## src/rtl/vt_pkg.sv

```systemverilog
package vt_pkg;
  localparam int CNT_W  = 64;
  localparam int ADDR_W = 2;

  typedef enum logic [ADDR_W-1:0] {
    RA_OFFSET  = 2'd0,
    RA_COMPARE = 2'd1,
    RA_CONTROL = 2'd2,
    RA_NONE    = 2'd3
  } reg_addr_e;

  localparam int CB_ENABLE = 0;
  localparam int CB_MASK   = 1;
  localparam int CB_STATUS = 2;
endpackage

```

## src/rtl/vt_regs.sv

```systemverilog
module vt_regs
  import vt_pkg::*;
#(
  parameter int W = CNT_W
) (
  input  logic              clk,
  input  logic              rst_n,
  input  logic              wr_en,
  input  logic [ADDR_W-1:0] wr_addr,
  input  logic [W-1:0]      wr_data,
  output logic [W-1:0]      off_q,
  output logic [W-1:0]      cmp_q,
  output logic              en_q,
  output logic              mask_q
);
  always_ff @(posedge clk or negedge rst_n) begin
    if (!rst_n) begin
      off_q  <= '0;
      cmp_q  <= '0;
      en_q   <= 1'b0;
      mask_q <= 1'b0;
    end else if (wr_en) begin
      unique case (reg_addr_e'(wr_addr))
        RA_OFFSET:  off_q <= wr_data;
        RA_COMPARE: cmp_q <= wr_data;
        RA_CONTROL: begin
          en_q   <= wr_data[CB_ENABLE];
          mask_q <= wr_data[CB_MASK];
        end
        default: ;
      endcase
    end
  end
endmodule

```

## src/rtl/vt_ge_cmp.sv

```systemverilog
// Unsigned a >= b, built from equal-width slices resolved from the top down.
module vt_ge_cmp #(
  parameter int W  = 64,
  parameter int SW = 16
) (
  input  logic [W-1:0] a,
  input  logic [W-1:0] b,
  output logic         ge
);
  localparam int NS = W / SW;

  logic [NS-1:0] sl_gt;
  logic [NS-1:0] sl_eq;

  for (genvar i = 0; i < NS; i++) begin : g_slice
    logic [SW-1:0] sa, sb;
    assign sa       = a[i*SW +: SW];
    assign sb       = b[i*SW +: SW];
    assign sl_gt[i] = sa > sb;
    assign sl_eq[i] = sa == sb;
  end

  always_comb begin
    logic decided;
    decided = 1'b0;
    ge      = 1'b1;
    for (int i = NS - 1; i >= 0; i--) begin
      if (!decided && !sl_eq[i]) begin
        decided = 1'b1;
        ge      = sl_gt[i];
      end
    end
  end
endmodule

```

## src/rtl/vtimer_cmp.sv

```systemverilog
module vtimer_cmp
  import vt_pkg::*;
#(
  parameter int W        = CNT_W,
  parameter int SLICE_W  = 16
) (
  input  logic              clk,
  input  logic              rst_n,
  input  logic              wr_en,
  input  logic [ADDR_W-1:0] wr_addr,
  input  logic [W-1:0]      wr_data,
  input  logic [ADDR_W-1:0] rd_addr,
  output logic [W-1:0]      rd_data,
  input  logic [W-1:0]      phys_cnt_i,
  output logic              irq_o
);
  logic [W-1:0] off_q, cmp_q, vcnt;
  logic         en_q, mask_q, cond_met;
  logic         stat_q, irq_q;

  vt_regs #(.W(W)) u_regs (
    .clk    (clk),
    .rst_n  (rst_n),
    .wr_en  (wr_en),
    .wr_addr(wr_addr),
    .wr_data(wr_data),
    .off_q  (off_q),
    .cmp_q  (cmp_q),
    .en_q   (en_q),
    .mask_q (mask_q)
  );

  // Virtual domain: subtraction wraps modulo 2^W; compare value is never summed.
  assign vcnt = phys_cnt_i - off_q;

  vt_ge_cmp #(.W(W), .SW(SLICE_W)) u_ge (
    .a (vcnt),
    .b (cmp_q),
    .ge(cond_met)
  );

  always_ff @(posedge clk or negedge rst_n) begin
    if (!rst_n) begin
      stat_q <= 1'b0;
      irq_q  <= 1'b0;
    end else begin
      stat_q <= en_q & cond_met;
      irq_q  <= en_q & ~mask_q & cond_met;
    end
  end

  assign irq_o = irq_q;

  always_comb begin
    rd_data = '0;
    unique case (reg_addr_e'(rd_addr))
      RA_OFFSET:  rd_data = off_q;
      RA_COMPARE: rd_data = cmp_q;
      RA_CONTROL: begin
        rd_data[CB_ENABLE] = en_q;
        rd_data[CB_MASK]   = mask_q;
        rd_data[CB_STATUS] = stat_q;
      end
      default: rd_data = '0;
    endcase
  end
endmodule

```

## config.mk

```make
export PLATFORM = sky130hd
export DESIGN_NAME = vtimer_cmp
export DESIGN_NICKNAME = d
export VERILOG_FILES = /design/src/rtl/vt_pkg.sv /design/src/rtl/vt_regs.sv /design/src/rtl/vt_ge_cmp.sv /design/src/rtl/vtimer_cmp.sv
export SDC_FILE = /design/constraint.sdc
export NUM_CORES = 1
export LEC_CHECK = 0
export CAP_MARGIN = 20
export CORE_MARGIN = 3
export CORE_UTILIZATION = 28
export CTS_CLUSTER_DIAMETER = 120
export DETAILED_ROUTE_END_ITERATION = 6
export PLACE_DENSITY_LB_ADDON = 0.1
export SYNTH_ARGS = -nofsm -noshare
export SYNTH_HDL_FRONTEND = slang
export SYNTH_SLANG_ARGS = --single-unit
```

## constraint.sdc

```tcl
create_clock -name clk -period 4.45 [get_ports clk]
set_input_delay 0.89 -clock clk [delete_from_list [all_inputs] [get_ports clk]]
set_output_delay 0.89 -clock clk [all_outputs]
set_load 0.005 [all_outputs]
```

==> run summary, run 1 <==
Total congestion overflow: 0
Crit. Startpoint: phys_cnt_i[0]
Largest net degree at the start of global routing: 127
Final hold violations: 0
Final min period: 4510 ps
Die ar.: 42100 sq um
Area Growth Syn to Fin: 54.5%
CTS Buf Count: 17
Final setup viols: 1
Post-Syn Area per Cell: 8.41 sq um
Core area: 38900 sq um
HPWL Detailed: 30.9 mm
Busiest grt layer: met2
H-tree levels: 4
Clk_lat worst skew: 460 ps
Worst slew margin: 0.315
Root Buffer: clkbuf_16
Crit end category: register
WS Path Type: in2reg
Crit Path Max Fanout: 4
Clock-pin slew on the worst setup and hold paths: 70 ps
Clock net sink count: 132
Top-area cell type share of the netlist area: 0.297
Antenna-violating nets left: 0
Peak supply drop: 0.000289 V
Most frequent cell after synthesis: inv_1
Async S/R FF share, synth: 1.00
1st-pass router iterations: 7
Post-synthesis cell area: 11100 sq um
Slowest CP cell: fa_2
CTS tree: done
I/O pins: 200
WL per Instance: 17.3 um
Drt initial violations: 499
Yosys reg bits: 132
Nets: 2003
Initial antenna violation count: 2
RSZ-0062 raised after global routing: yes
First-pass GRT wire length: 62.4 mm
CP Data Arrival Time: 4850 ps
Worst R2R Start: u_regs.off_q[1]
Hold Path Class: in2async
# diodes: 0
Period utilisation layout: 1.01
P_leak: 7.96 nW
I/O Buffers: 199
# DRC: 0
Number of synthesized flops with an enable pin: 0
Synth Instances: 1322
Worst stage delay on the critical path: 340 ps
Peak Freq: 222 MHz
Failing checks: setup timing
Max-cap viol count: 0
DRT Wirelength: 39.3 mm
Met2 Use GR: 0.308
Tightest Pin Transition: 1030 ps
Final Max Tran Viols: 0
Most used DFF post-synth: dfrtp_1
Clock Tree Buf Depth: 2
GRT Overall Usage: 0.188
Synthesized Nets: 1585
PD cells: 411 nW/um^2
Vias in the first global route: 11400
Die Height: 205 um
Met1 Use GR: 0.259
Filler cells: 3999
Starting Density: 0.286
Most frequent cells after synthesis: inv_1, dfrtp_1, nand2_1
Data required, critical path: 4800 ps
Sequential area share after synthesis: 0.297
Critical path launch point type: input pin
Die Wd: 205 um
Cell taking the most area after synthesis: dfrtp_1
DP Worst Slack: -1350 ps
Final Power: 7.06 mW
Clock Skew: 18.5 ps
Distinct cells, synth: 60
Num rows: 72
Post-DR vias/cell: 4.76
# hold bufs at CTS: 0
Setup WS post-layout: -57.3 ps
Status: finished, violations left
Vias: 10800
Placer Congestion: 0.870
Share of cells above drive strength 1: 0.284
Syn. warnings: 0
Top cells by area, synth: dfrtp_1, ha_1, mux2_2
M3 GR Usage: 0.0348
## final timing paths
| path | cells past startpoint | slack, ps | endpoint |
|---|---|---|---|
| worst max-delay path | 25 | -60 | irq_o |
| worst max register to register | 23 | 80 | irq_o |
| worst min register to register | 1 | 540 | u_regs.cmp_q[17] |
| max in group asynchronous | 2 | 3200 | u_regs.cmp_q[53] |
| min in group clk | 1 | 540 | u_regs.cmp_q[17] |
| worst min-delay path | 1 | 440 | u_regs.off_q[10] |
## area by class of cell
class	instances	area (sq um)	area share
Inverter	144	553	0.0322
Sequential cell	132	3300	0.192
Tap cell	518	648	0.0377
Clock buffer	20	467	0.0272
Multi-Input combinational cell	992	8100	0.472
Clock inverter	12	201	0.0117
Timing Repair Buffer	453	3900	0.227
## metrics by stage
| step | utilization | setup TNS, ps | hold slack [ps] | area [sq um] | instances |
|---|---|---|---|---|---|
| final | 0.441 | -57.3 | 436 | 17200 | 2271 |
| after global placement | 0.394 | -2490 | 515 | 15300 | 2213 |
| after floorplan | - | -419 | 419 | 11200 | 1322 |
| after global routing | 0.441 | -414 | 500 | 17200 | 2271 |
| after CTS | 0.430 | -121 | 473 | 16700 | 2259 |
| after detailed placement | 0.394 | -2570 | 524 | 15300 | 2213 |
## state kept, by name, indices dropped and copies added, names as in the netlist
register	count
u_regs.en_q	1
u_regs.off_q	64
u_regs.mask_q	1
u_regs.cmp_q	64
irq_o	1
stat_q	1
## cell usage in the layout, fill, tap and decap left out, drive strengths merged, types with 4 or more instances in the layout
cell type	count
or3	4
nor3	15
nor2	108
and3	7
nand4	28
mux2	68
o21bai	17
xor2	20
clkinv	5
a221o	4
dlygate4sd2	22
a21o	42
a21boi	5
o31ai	7
ha	127
nand3	12
a31oi	11
o21a	9
clkdlybuf4s50	155
xnor2	41
nor2b	12
o21ai	119
inv	144
nand2	129
a21oi	93
dlymetal6s2s	6
buf	260
dfrtp	132
bufinv	5
clkdlybuf4s15	6
clkbuf	24
a221oi	5
nand2b	5
mux2i	64
## metal layers
layer / part of all wire / routed length, um
met5: 0.00053 / 21
met4: 0.012 / 490
met3: 0.036 / 1430
met2: 0.46 / 18100
met1: 0.49 / 19200
## cell families after synthesis
kind of cell / share of synthesized area
flops: 0.297
compound gates: 0.180
fa+ha+maj: 0.145
xor+xnor: 0.0480
simple gates: 0.136
mux: 0.126
buf+inv: 0.0672
## critical path: cells and delay by family
family | cells | cell delay [ps]
buffers and inverters | 3 | 180
AND/OR/NAND/NOR | 2 | 280
AO/OA/AOI/OAI | 16 | 2660
adder cells (fa/ha/maj) | 3 | 770
XOR/XNOR | 1 | 70
## report_power, final
group,leakage (nW),switching (mW),total (mW),internal (mW)
clock network,0.322,0.619,1.66,1.04
registers,1.59,0.152,1.57,1.42
logic,6.04,1.85,3.83,1.98
## timing repair
item,in CTS,in global routing
pin swaps,77,43
buffers inserted,14,12
gates cloned,0,0
setup endpoints to repair,2,2
resized for setup,163,74
(Power assumes the default switching activity.)
==> run 2: changes to the inputs <==
--- a/config.mk
+++ b/config.mk
@@ -11,6 +11,7 @@
 export CTS_CLUSTER_DIAMETER = 120
 export DETAILED_ROUTE_END_ITERATION = 6
 export PLACE_DENSITY_LB_ADDON = 0.1
+export SLEW_MARGIN = 20
 export SYNTH_ARGS = -nofsm -noshare
 export SYNTH_HDL_FRONTEND = slang
 export SYNTH_SLANG_ARGS = --single-unit
==> results of run 2 <==
The final DEF is identical to that of run 1; final timing and power are the same.
==> run 3: changes to the inputs <==
--- a/config.mk
+++ b/config.mk
@@ -10,7 +10,7 @@
 export CORE_UTILIZATION = 28
 export CTS_CLUSTER_DIAMETER = 120
 export DETAILED_ROUTE_END_ITERATION = 6
-export PLACE_DENSITY_LB_ADDON = 0.1
+export PLACE_DENSITY = 0.56
 export SLEW_MARGIN = 20
 export SYNTH_ARGS = -nofsm -noshare
 export SYNTH_HDL_FRONTEND = slang
==> run summary, run 3 (synthesis results as in run 1) <==
CP Data Arrival Time: 4930 ps (was 4850 ps)
Share of cells above drive strength 1: 0.263 (was 0.284)
Core area: 38900 sq um (unchanged)
Die ar.: 42100 sq um (unchanged)
FF/Latch Area: 3300 sq um (unchanged)
Clock net sink count: 132 (unchanged)
Clock Tree Buf Depth: 2 (unchanged)
Final setup viols: 2 (was 1)
GRT Overall Usage: 0.181 (was 0.188)
FF-to-FF End: irq_o (unchanged)
Switching Fraction: 0.370 (was 0.372)
Nets: 1986 (was 2003)
Setup WS post-layout: -155 ps (was -57.3 ps)
Commonest cells after routing, fill and taps aside: buf_4, clkdlybuf4s50_1, inv_1, dfrtp_1, nand2_1 (unchanged)
Total congestion overflow: 0 (unchanged)
Data required, critical path: 4770 ps (was 4800 ps)
Sequential share of power: 0.231 (was 0.223)
CTS tree: done (unchanged)
Final Max Tran Viols: 0 (unchanged)
Hold Crit Start: u_regs.cmp_q[63]
Drt initial violations: 377 (was 499)
Period utilisation layout: 1.03 (was 1.01)
Critical path launch point type: input pin (unchanged)
Max-cap viol count: 0 (unchanged)
Status: finished, violations left (unchanged)
Tightest Pin Transition: 1020 ps (was 1030 ps)
Clk network pwr share: 0.224 (was 0.235)
PD cells: 405 nW/um^2 (was 411 nW/um^2)
WL per Instance: 16.9 um (was 17.3 um)
Vias: 10800 (about the same)
Setup Total Neg Slack: -294 ps (was -57.3 ps)
Placer Congestion: 0.923 (was 0.870)
Vias in the first global route: 11500 (was 11400)
P_leak: 7.81 nW (was 7.96 nW)
Most common cell after layout, fill and taps aside: buf_4 (unchanged)
Die Wd: 205 um (unchanged)
Clk_lat worst skew: 440 ps (was 460 ps)
Antenna-violating nets left: 0 (unchanged)
Logic pwr share: 0.545 (was 0.542)
Clock-pin slew on the worst setup and hold paths: 60 ps (was 70 ps)
Die Height: 205 um (unchanged)
Placed Cells: 2200 (was 2213)
I/O Buffers: 199 (unchanged)
Peak Freq: 217 MHz (was 222 MHz)
CTS Buf Count: 17 (unchanged)
Final hold violations: 0 (unchanged)
RSZ-0062 raised after global routing: yes (unchanged)
Initial antenna violation count: 7 (was 2)
Hold Path Class: reg2reg (was in2async)
Crit Path Max Fanout: 3 (was 4)
Switch Pwr: 2.53 mW (was 2.62 mW)
Cells on worst reg2reg path: 23 (unchanged)
Worst Hold End: u_regs.cmp_q[63]
Starting Density: 0.286 (unchanged)
Num rows: 72 (unchanged)
Final min period: 4610 ps (was 4510 ps)
Failing checks: setup timing (unchanged)
Post-DR vias/cell: 4.80 (was 4.76)
Final core utilization: 0.433 (was 0.441)
H-tree levels: 4 (unchanged)
# hold bufs at CTS: 0 (unchanged)
Root Buffer: clkbuf_16 (unchanged)
Biggest regs: u_regs.cmp_q x64, u_regs.off_q x64 (unchanged)
1st-pass router iterations: 5 (was 7)
WHS Path Cells: 1
Area of the multi-input gates: 7950 sq um (was 8100 sq um)
Worst R2R Start: u_regs.off_q[0] (was u_regs.off_q[1])
HPWL Detailed: 30.0 mm (was 30.9 mm)
First-pass GRT wire length: 60.2 mm (was 62.4 mm)
Worst slew margin: 0.321 (was 0.315)
Largest net degree at the start of global routing: 127 (unchanged)
DRT Wirelength: 38.1 mm (was 39.3 mm)
Pint: 4.30 mW (was 4.44 mW)
Clock Skew: 9.70 ps (was 18.5 ps)
Filler cells: 3914 (was 3999)
Area Growth Syn to Fin: 51.4% (was 54.5%)
Peak supply drop: 0.000230 V (was 0.000289 V)
# DRC: 0 (unchanged)
Crit end category: register (unchanged)
WS Path Type: in2reg (unchanged)
Post-Layout Cell Count: 2256 (was 2271)
Reg2Reg Setup Slack: 30 ps (was 80 ps)
I/O pins: 200 (unchanged)
run 3: changes by cell type in the layout (fill, tap and decap cells not counted), sizes merged:
cell / delta
buf: -18
bufinv: -1
clkdlybuf4s50: +6
clkdlybuf4s15: -1
dlygate4sd2: +5
clkbuf: -3
diode: +2
dlymetal6s2s: -6
clkinv: +1
run 3: timing repair:
action                     in CTS  in global routing
gates resized for setup       169                 24
buffers inserted               17                  6
pin swaps                      72                 26
setup endpoints to repair       2                  2
run 3: worst max path at each step:
| stage | start | slack (ps) | to | cells after the start |
|---|---|---|---|---|
| after detailed placement | phys_cnt_i[0] | -1350 | irq_o | 22 |
| after global routing | phys_cnt_i[21] | -360 | irq_o | 23 |
| after global placement | phys_cnt_i[0] | -1240 | irq_o | 25 |
| after floorplan | phys_cnt_i[0] | -270 | irq_o | 24 |
| final | phys_cnt_i[0] | -160 | irq_o | 25 |
| after CTS | phys_cnt_i[32] | -120 | irq_o | 22 |
run 3: metrics by stage:
stage          area (sq um)  worst slack (ps)  hold slack (ps)  power [mW]
2_1_floorplan         11200              -266              419        3.51
3_3_place_gp          15200             -1240              516        4.92
3_5_place_dp          15200             -1350              523        4.96
4_1_cts               16700              -118              537        6.79
5_1_grt               16800              -357              553        7.37
6_report              16800              -155              535        6.83
run 3: layout make-up:
class | count | area share
flip-flops and latches | 132 | 0.196
multi-input cells | 992 | 0.472
inverters | 144 | 0.0328
well taps | 518 | 0.0385
clock buffers | 20 | 0.0265
diodes | 2 | 0.000297
clock inverters | 12 | 0.0107
repair buffers | 436 | 0.223
run 3: worst max-delay path, cell delays in order:
cell,delay (ps)
buf_8,110
inv_12,40
ha_4,140
inv_2,40
fa_2,340
a21o_1,240
a221oi_4,310
o31ai_4,90
a31o_4,250
a31o_4,240
a31o_4,230
a21oi_4,120
o21a_1,140
or2_1,140
xnor2_2,70
ha_1,310
a21o_1,170
a21oi_2,110
o21ai_1,80
a21o_1,170
a21oi_2,140
o21ai_2,80
o211ai_1,210
o41ai_2,110
nor2b_1,140
run 3: power by group through the flow:
stage | Clock (mW) | Combinational [mW] | Sequential, mW
final | 1.53 | 3.72 | 1.58
after global routing | 1.61 | 4.15 | 1.61
after CTS | 1.56 | 3.65 | 1.58
after detailed placement | 0 | 3.36 | 1.60
after global placement | 0 | 3.34 | 1.58
after floorplan | 0 | 1.97 | 1.54
run 3: per-layer routing:
| layer | GRT usage | wire [um] | vias up |
|---|---|---|---|
| li1 | - | - | 5398 |
| met1 | 0.236 | 17600 | 5194 |
| met2 | 0.296 | 17700 | 180 |
| met3 | 0.0448 | 1870 | 50 |
| met4 | 0.0552 | 767 | 10 |
| met5 | 0 | 69 | - |
